--- src/rtl/pwm_seq_pkg.sv ---
package pwm_seq_pkg;
  typedef enum logic [1:0] {GATE_OFF = 2'd0, GATE_SEC = 2'd1, GATE_ALL = 2'd2} gate_e;

  function automatic gate_e gate_of(input logic en, input logic [1:0] amp);
    if (en) return GATE_ALL;
    if (amp != 2'b00) return GATE_SEC;
    return GATE_OFF;
  endfunction
endpackage

--- src/rtl/pwm_timebase.sv ---
module pwm_timebase #(
  parameter int CNT_W = 10
) (
  input  logic             clk_i,
  input  logic             rst_ni,
  input  logic [CNT_W-1:0] period_i,
  input  logic             ext_sync_ni,
  output logic [CNT_W-1:0] cnt_o,
  output logic             sync_no,
  output logic             boost_o
);
  logic [CNT_W-1:0] cnt_q;
  logic             wrap;

  assign wrap = (cnt_q >= period_i - CNT_W'(1)) || !ext_sync_ni;

  always_ff @(posedge clk_i or negedge rst_ni) begin
    if (!rst_ni)   cnt_q <= '0;
    else if (wrap) cnt_q <= '0;
    else           cnt_q <= cnt_q + CNT_W'(1);
  end

  assign cnt_o   = cnt_q;
  assign sync_no = (cnt_q != '0);
  assign boost_o = (cnt_q < (period_i >> 1));


  cnt_bound_chk: assert property (@(posedge clk_i) disable iff (!rst_ni)
    cnt_q < period_i);

  ext_restart_chk: assert property (@(posedge clk_i) disable iff (!rst_ni)
    !ext_sync_ni |=> cnt_q == '0);
endmodule

--- src/rtl/duty_clamp.sv ---
module duty_clamp #(
  parameter int CNT_W = 10
) (
  input  logic [CNT_W-1:0] period_i,
  input  logic [CNT_W-1:0] duty_i,
  input  logic [CNT_W-1:0] dmin_i,
  output logic [CNT_W-1:0] duty_o,
  output logic             ovr_o
);
  logic [CNT_W-1:0] dmax;
  logic             below, above;

  assign dmax  = period_i - dmin_i;
  assign below = duty_i < dmin_i;
  assign above = duty_i > dmax;

  always_comb begin
    duty_o = duty_i;
    if (below)      duty_o = dmin_i;
    else if (above) duty_o = dmax;
  end

  assign ovr_o = below | above;
endmodule

--- src/rtl/dead_gap.sv ---
module dead_gap #(
  parameter int DB_W = 6
) (
  input  logic            clk_i,
  input  logic            rst_ni,
  input  logic            raw_i,
  input  logic [DB_W-1:0] gap_i,
  output logic            hi_o,
  output logic            lo_o
);
  logic            side_q;
  logic [DB_W-1:0] gap_q;

  always_ff @(posedge clk_i or negedge rst_ni) begin
    if (!rst_ni) begin
      side_q <= 1'b0;
      gap_q  <= '0;
    end else if (raw_i != side_q) begin
      side_q <= raw_i;
      gap_q  <= gap_i;
    end else if (gap_q != '0) begin
      gap_q  <= gap_q - DB_W'(1);
    end
  end

  assign hi_o = side_q  && (gap_q == '0);
  assign lo_o = !side_q && (gap_q == '0);


  gap_open_chk: assert property (@(posedge clk_i) disable iff (!rst_ni)
    (raw_i != side_q && gap_i != '0) |=> (!hi_o && !lo_o));
endmodule

--- src/rtl/pwm_sequencer.sv ---
module pwm_sequencer
  import pwm_seq_pkg::*;
#(
  parameter int CNT_W = 10,
  parameter int DB_W  = 6
) (
  input  logic             clk_i,
  input  logic             rst_ni,
  input  logic [CNT_W-1:0] period_i,
  input  logic [CNT_W-1:0] duty_i,
  input  logic [CNT_W-1:0] dmin_i,
  input  logic [DB_W-1:0]  db_i,
  input  logic [DB_W-1:0]  dly_i,
  input  logic             enable_i,
  input  logic [1:0]       amp_i,
  input  logic             ext_sync_ni,
  output logic             sw1_o,
  output logic             sw2_o,
  output logic             sw3_o,
  output logic             sw4_o,
  output logic             ovr_o,
  output logic             boost_o,
  output logic             sync_no
);
  localparam int EXT_W = CNT_W + 1;

  logic [CNT_W-1:0] cnt, duty_eff;
  logic [EXT_W-1:0] sec_cnt, dly_ext;
  logic [1:0]       raw, hi, lo;
  gate_e            gate_q;

  pwm_timebase #(.CNT_W(CNT_W)) u_tb (
    .clk_i, .rst_ni, .period_i, .ext_sync_ni,
    .cnt_o(cnt), .sync_no, .boost_o
  );

  duty_clamp #(.CNT_W(CNT_W)) u_clamp (
    .period_i, .duty_i, .dmin_i, .duty_o(duty_eff), .ovr_o
  );

  // secondary sees the count shifted back by dly, modulo period
  assign dly_ext = EXT_W'(dly_i);
  assign sec_cnt = (EXT_W'(cnt) >= dly_ext) ? EXT_W'(cnt) - dly_ext
                                            : EXT_W'(cnt) + EXT_W'(period_i) - dly_ext;
  assign raw[0]  = cnt < duty_eff;
  assign raw[1]  = sec_cnt < EXT_W'(duty_eff);

  for (genvar g = 0; g < 2; g++) begin : g_pair
    dead_gap #(.DB_W(DB_W)) u_gap (
      .clk_i, .rst_ni, .raw_i(raw[g]), .gap_i(db_i), .hi_o(hi[g]), .lo_o(lo[g])
    );
  end

  always_ff @(posedge clk_i or negedge rst_ni) begin
    if (!rst_ni) gate_q <= GATE_OFF;
    else         gate_q <= gate_of(enable_i, amp_i);
  end

  assign sw1_o = hi[0] && (gate_q == GATE_ALL);
  assign sw2_o = lo[0] && (gate_q == GATE_ALL);
  assign sw3_o = hi[1] && (gate_q != GATE_OFF);
  assign sw4_o = lo[1] && (gate_q != GATE_OFF);


  full_off_chk: assert property (@(posedge clk_i) disable iff (!rst_ni)
    (!enable_i && amp_i == 2'b00) |=> !(sw1_o || sw2_o || sw3_o || sw4_o));

  pri_off_chk: assert property (@(posedge clk_i) disable iff (!rst_ni)
    !enable_i |=> !(sw1_o || sw2_o));

  pri_excl_chk: assert property (@(posedge clk_i) disable iff (!rst_ni)
    !(sw1_o && sw2_o));

  clamp_win_chk: assert property (@(posedge clk_i) disable iff (!rst_ni)
    (dmin_i <= (period_i >> 1)) |-> (duty_eff >= dmin_i && duty_eff <= period_i - dmin_i));
endmodule

--- config.mk ---
export PLATFORM = sky130hd
export DESIGN_NAME = pwm_sequencer
export DESIGN_NICKNAME = d
export VERILOG_FILES = /design/src/rtl/pwm_seq_pkg.sv /design/src/rtl/pwm_timebase.sv /design/src/rtl/duty_clamp.sv /design/src/rtl/dead_gap.sv /design/src/rtl/pwm_sequencer.sv
export SDC_FILE = /design/constraint.sdc
export NUM_CORES = 1
export LEC_CHECK = 0
export ABC_AREA = 1
export BUFFER_PORTS_ARGS = -buffer_cell sky130_fd_sc_hd__buf_2
export CAP_MARGIN = 20
export CORE_MARGIN = 2
export CORE_UTILIZATION = 32
export CTS_CLUSTER_SIZE = 40
export DETAILED_ROUTE_END_ITERATION = 7
export GPL_TIMING_DRIVEN = 0
export PLACE_DENSITY = 0.5
export SLEW_MARGIN = 20
export SYNTH_ARGS = -nofsm -noshare
export SYNTH_HDL_FRONTEND = slang
export SYNTH_SLANG_ARGS = --single-unit
--- constraint.sdc ---
create_clock -name clk_i -period 6.96 [get_ports clk_i]
set_input_delay 1.044 -clock clk_i [delete_from_list [all_inputs] [get_ports clk_i]]
set_output_delay 1.044 -clock clk_i [all_outputs]
set_load 0.01 [all_outputs]
* Word-level counts from Yosys, hierarchy flattened
Cells that the tools add are included.
Widths: inputs -> output; s select.
** Cells by class
- Reduce and logical (&&, ||, !) cells :: 21
- Bitwise operators :: 1
- Eq/ne operators :: 3
- Add/subtract/negate cells :: 8
- $lt $le $gt $ge :: 7
- Mux-type cells :: 15
** Operators by type and width (number)
- $mux 10 :: 3
- $mux 6 :: 4
- $lt 10x10->1 :: 2
- $logic_not 6->1 :: 2
- $reduce_bool 6->1 :: 2
- $sub 6x1->6 const B :: 2
- $add 10x10->11 :: 1
- $lt 11x10->1 :: 1
- $mux 11 :: 1
- $sub 10x6->11 :: 1
- $sub 11x6->11 :: 1
- $add 10x1->10 const B :: 1
- $ge 10x10->1 :: 1
- $ge 10x6->1 :: 1
- $gt 10x10->1 :: 1
- $lt 10x9->1 :: 1
- $reduce_bool 10->1 :: 1
- $sub 10x1->10 const B :: 1
- $sub 10x10->10 :: 1
- $logic_and 1x1->1 :: 8
- $mux 2 :: 4
- $reduce_bool 2->1 :: 4
- $logic_not 1->1 :: 3
- $mux 1 :: 3
- 4 further kinds :: 5
** Storage, ports and cells
- Register bits after elaboration :: 26
- Logic and storage cells :: 61
- Bits of input ports :: 48

* Longest topological paths before layout
- Word-level depth :: 7
- Mapped depth :: 35

* Cells and area by module
A second synthesis with hierarchy kept.
** Second synthesis, totals
- Cell total of the unflattened synthesis :: 818
- Area total of the unflattened synthesis :: 5260.0 um^2
** Modules (own cells, without submodules)
- pwm_sequencer :: cells an instance 297, times used 1, sequential area each 50.0 um^2, area an instance 1848.0 um^2
- duty_clamp :: cells an instance 217, times used 1, sequential area each 0.0 um^2, area an instance 1262.5 um^2
- pwm_timebase :: cells an instance 170, times used 1, sequential area each 250.2 um^2, area an instance 1156.1 um^2
- dead_gap :: cells an instance 67, times used 2, sequential area each 175.2 um^2, area an instance 496.7 um^2

* Worst setup path after synthesis
OpenSTA, ideal clock, no wires.
- Kind :: input-to-reg
- Start point :: input port dmin_i[2]
- End point :: register g_pair[1].u_gap.gap_q[2]
- Arrival time :: 4.777 ns
- Buffers on the path :: 0
- Stages :: 28
- Slack :: 2.062 ns
- Library setup time :: 0.121 ns
- Path through :: inv_1 -> ha_1 -> a21oi_1 -> nand2_1 -> a21oi_1 -> o21bai_1 -> a21oi_1 -> o21bai_1 -> nand2_1 -> nand2_1 -> a21oi_1 -> xor2_1 -> ha_1 -> inv_1 -> o21bai_1 -> nor2_2 -> nand3_2 -> nand2_4 -> nand2_1 -> o221ai_1 -> ha_1 -> a21o_1 -> a211oi_2 -> nand3_2 -> nand2_2 -> nand2_4 -> nand2_1 -> o21ai_1
** Between the ends
- Cells in the longest elaborated chain, start to end :: 7
- Elaborated cells between the ends (all ways) :: 9
- Classes of those cells :: 1 x add/sub; 3 x order compare; 1 x eq/ne; 3 x mux; 1 x reduce/logical
** RTL lines
- start, declared :: line pwm_sequencer.sv:11 : input logic [CNT_W-1:0] dmin_i,
- $sub 10x10->10 :: line duty_clamp.sv:13 : assign dmax = period_i - dmin_i;
- $gt 10x10->1 :: line duty_clamp.sv:15 : assign above = duty_i > dmax;
- $mux 10 :: line duty_clamp.sv:20 : else if (above) duty_o = dmax;
- $mux 10 * :: line duty_clamp.sv:19 : if (below) duty_o = dmin_i;
- $lt 11x10->1 * :: line pwm_sequencer.sv:46 : assign raw[1] = sec_cnt < EXT_W'(duty_eff);
- $ne 1x1->1 * :: line dead_gap.sv:18 : end else if (raw_i != side_q) begin
- $mux 6 / $reduce_bool 2->1 (equally long branches)
- end signal, assigned :: line dead_gap.sv:20 : gap_q <= gap_i;
- end signal, assigned :: line dead_gap.sv:22 : gap_q <= gap_q - DB_W'(1);
- end, declared :: line dead_gap.sv:12 : logic [DB_W-1:0] gap_q;
Mark *: on every way between the ends. The rest lies on a longest branch, timed or not.
A chain may end at the register's enable or synchronous reset.

* Worst setup path after layout
- Start point :: input port dmin_i[2]
- End point :: register g_pair[1].u_gap.gap_q[3]
The elaborated chain is that of the path after synthesis.

==> run summary <==
* **result of the run** complete, no violations
* **worst-margin pin slew** 787 ps
* **synthesized net count** 788
* **slowest cell on the critical path** sky130_fd_sc_hd__a221oi_1
* **share of post-route cells with drive strength above 1** 14.3%
* **Row Count** 43
* **Static Leakage** 2.87 nW
* **mean instance size in the synthesized netlist** 7.06 µm²
* **Vias** 4247
* **number of diodes added for antenna fixing** 0
* **internal power component** 0.000550 W
* **count of warnings emitted by yosys** 0
* **number of enable-type register cells in the synthesized netlist** 0
* **Critical Path Source Type** input port
* **Worst R2R Setup Slack** 2630 ps
* **hold crit path type** flip-flop to flip-flop
* **part of the Yosys area used for sequential elements** 14.2%
* **final wirelength** 11600 µm
* **Worst Path Max Fanout** 7
* **clock insertion delay at the later pin of the skew report** 260 ps
* **Core Box Area** 13900 µm²
* **Final GP Congestion** 0.889
* **clock sinks** 26
* **switching power** 0.000438 W
* **final hold slack** 499 ps
* **fin cells** 886
* **post-route clock period utilization** 78.6%
* **CTS H-Tree Depth** 1
* **die outline area** 15300 µm²
* **drt pass-1 iters** 4
* **aggregate negative setup slack** 0 ps
* **Finish-stage setup viols** 0
* **combinational cell fraction of total power** 59.6%
* **DRT iter0 DRCs** 132
* **Clk Tree Root Cell** sky130_fd_sc_hd__clkbuf_16
* **DRC violations left** 0
* **placed wire-length estimate** 10400 µm
* **post-CTS clock slew at the launch and capture registers of the worst setup and hold paths** 70 ps
* **RSZ-0062 raised after global routing** no
* **critical path required time** 7120 ps
* **number of buffers created by CTS** 3
* **longest individual stage delay on the worst path** 430 ps
* **flip-flop and latch count after synthesis** 26
* **most repeated library cell on the critical path** sky130_fd_sc_hd__nand2_1
* **Crit path arrival time** 5630 ps
* **leading cell type in the layout, fill and taps excluded** sky130_fd_sc_hd__nand2_1
* **most frequent cells in the layout** 126 x sky130_fd_sc_hd__nand2_1, 121 x sky130_fd_sc_hd__inv_1, 84 x sky130_fd_sc_hd__ha_1, 55 x sky130_fd_sc_hd__buf_2, 39 x sky130_fd_sc_hd__nor2_1
* **number of inserted filler cells in the final layout** 1505
* **type of the worst setup path** input port to flip-flop
* **number of hold violations in the final report** 0
* **nets** 847
* **Mapped Cells** 648
* **number of library cell types mapped by synthesis** 45
* **final count of pins violating max slew** 0
* **Sw Share** 44.3%
* **crit path capture type** flip-flop
* **max_cap viols** 0
* **count of hold buffers inserted by post-cts repair** 0
* **total power** 0.000987 W
* **worst setup skew after layout** 3.96 ps
* **highest clock rate** 183 MHz
* **peak supply drop** 0.124 mV
* **Port Buffers** 54
* **combined area of all synthesized cells** 4570 µm²
* **routed via count divided by cell count** 4.79
* **top_reg_cell synth** sky130_fd_sc_hd__dfrtp_1
* **initial cell density of the core** 32.8%
* **min cycle time layout** 5470 ps
* **Clk pwr share** 17.4%
* **maximum number of pins on one net before global-route repair** 27
* **number of global-route vias before repair** 4290
* **GRT Util Overall** 16.4%
* **residual overflow from global routing** 0
* **headroom to the max-slew limit** 47.2%
* **power density over the cells** 191 nW/µm²
* **clock tree from TritonCTS** yes
* **maximum clock insertion buffer count** 2
* **CTS-repair resized insts** 0
* **growth of design area from synthesis to finish** 13.1%
* **initial antenna violation count** 0
* **wire length per cell** 13.1 µm
* **first-pass GRT wire length** 19600 µm
* **number of nets still failing antenna checks after routing** 0
* **fraction of power consumed by sequential logic** 23.0%
* **count of boundary I/O pins** 55
* **Placed Cells** 882
* **Die X-Extent** 124 µm
* **Post-CTS Setup Bufs** 0
* **post-synthesis async set-or-reset flop share** 100%
* **DIE HEIGHT** 124 µm
## final timing paths
kind	cells past startpoint	to	from
min in group asynchronous	1	gate_q[0]	rst_ni
worst min-delay path	1	u_tb.cnt_o[0]	u_tb.cnt_o[0]
worst min register to register	1	u_tb.cnt_o[0]	u_tb.cnt_o[0]
worst max-delay path	31	g_pair[1].u_gap.gap_q[3]	dmin_i[2]
worst max register to register	24	g_pair[1].u_gap.gap_q[3]	u_tb.cnt_o[1]
max in group asynchronous	1	u_tb.cnt_o[4]	rst_ni
## registers in the layout, indices dropped and copies added (netlist names)
signal,count
g_pair.u_gap.gap_q,12
gate_q,2
g_pair.u_gap.side_q,2
u_tb.cnt_o,10
## power groups by stage
stage	clock network (W)	logic [W]	registers, W
after global routing	0.000183	0.000691	0.000234
after global placement	0	0.000581	0.000229
after detailed placement	0	0.000595	0.000229
final	0.000172	0.000589	0.000227
after floorplan	0	0.000457	0.000221
after CTS	0.000177	0.000598	0.000227
## kinds of logic after synthesis
| kind of cell | share of synthesized area (%) |
|---|---|
| AOI/OAI and AO/OA | 13.2 |
| DFF | 14.2 |
| xor gates and xnor gates | 7.28 |
| muxes | 0.219 |
| and+or+nand+nor | 28.3 |
| buffers and inverters | 10.3 |
| adders and majority gates | 26.5 |
## per-stage QoR
stage	utilization (%)	instance area, µm²	setup WS, ps
after global routing	37.1	5170	1020
after global placement	36.4	5070	1240
after CTS	37.1	5170	1460
after floorplan	-	4570	2060
final	37.1	5170	1490
after detailed placement	36.4	5070	1190
## cell usage after synthesis, types with 2 or more instances
library cell / n / area share [%]
sky130_fd_sc_hd__a21boi_0: 2 / 0.33
sky130_fd_sc_hd__nand3_2: 8 / 1.8
sky130_fd_sc_hd__ha_1: 84 / 23
sky130_fd_sc_hd__xor2_1: 29 / 5.6
sky130_fd_sc_hd__o211ai_1: 4 / 0.66
sky130_fd_sc_hd__o21bai_1: 8 / 1.3
sky130_fd_sc_hd__dfrtp_1: 26 / 14
sky130_fd_sc_hd__nand3_1: 29 / 3.2
sky130_fd_sc_hd__a21o_1: 2 / 0.33
sky130_fd_sc_hd__clkbuf_1: 2 / 0.16
sky130_fd_sc_hd__nand2_4: 6 / 1.5
sky130_fd_sc_hd__or2_2: 5 / 0.68
sky130_fd_sc_hd__nand2_1: 126 / 10
sky130_fd_sc_hd__xnor2_1: 9 / 1.7
sky130_fd_sc_hd__inv_1: 121 / 9.9
sky130_fd_sc_hd__o221ai_1: 6 / 1.1
sky130_fd_sc_hd__o21ai_0: 9 / 0.98
sky130_fd_sc_hd__o21ai_1: 11 / 1.2
sky130_fd_sc_hd__o31ai_1: 2 / 0.33
sky130_fd_sc_hd__nor4_1: 6 / 0.82
sky130_fd_sc_hd__nor2_1: 39 / 3.2
sky130_fd_sc_hd__a221oi_1: 2 / 0.38
sky130_fd_sc_hd__nor3b_1: 3 / 0.49
sky130_fd_sc_hd__nor3_1: 15 / 1.6
sky130_fd_sc_hd__fa_1: 8 / 3.5
sky130_fd_sc_hd__o21a_1: 8 / 1.3
sky130_fd_sc_hd__a211oi_1: 2 / 0.33
sky130_fd_sc_hd__a21oi_1: 37 / 4.0
sky130_fd_sc_hd__nand2_2: 12 / 1.6
sky130_fd_sc_hd__nand4_1: 8 / 1.1
sky130_fd_sc_hd__nor2_2: 5 / 0.68
## layer usage
layer  track usage [%]  share of wire, %
met1              21.3                48
met2              29.2                48
met3              1.61               2.6
met4              3.34               1.5
met5                 0                 0
## cell type report
cell class / instances / area (µm²) / share of cell area [%]
inverter: 122 / 458 / 8.85
buffer: 3 / 12.5 / 0.242
timing repair buffer: 54 / 270 / 5.22
sequential: 26 / 651 / 12.6
clock inverter: 1 / 30.0 / 0.580
tap: 180 / 225 / 4.35
multi-input combinational: 497 / 3450 / 66.7
clock buffer: 3 / 75.1 / 1.45
## worst max-delay path, delay by kind of cell
kind | cells | cell delay, ps
AOI/OAI and AO/OA | 8 | 1300
xor gates and xnor gates | 1 | 160
adders and majority gates | 3 | 1040
buffers and inverters | 3 | 280
and+or+nand+nor | 16 | 1790
(Power assumes the default switching activity.)
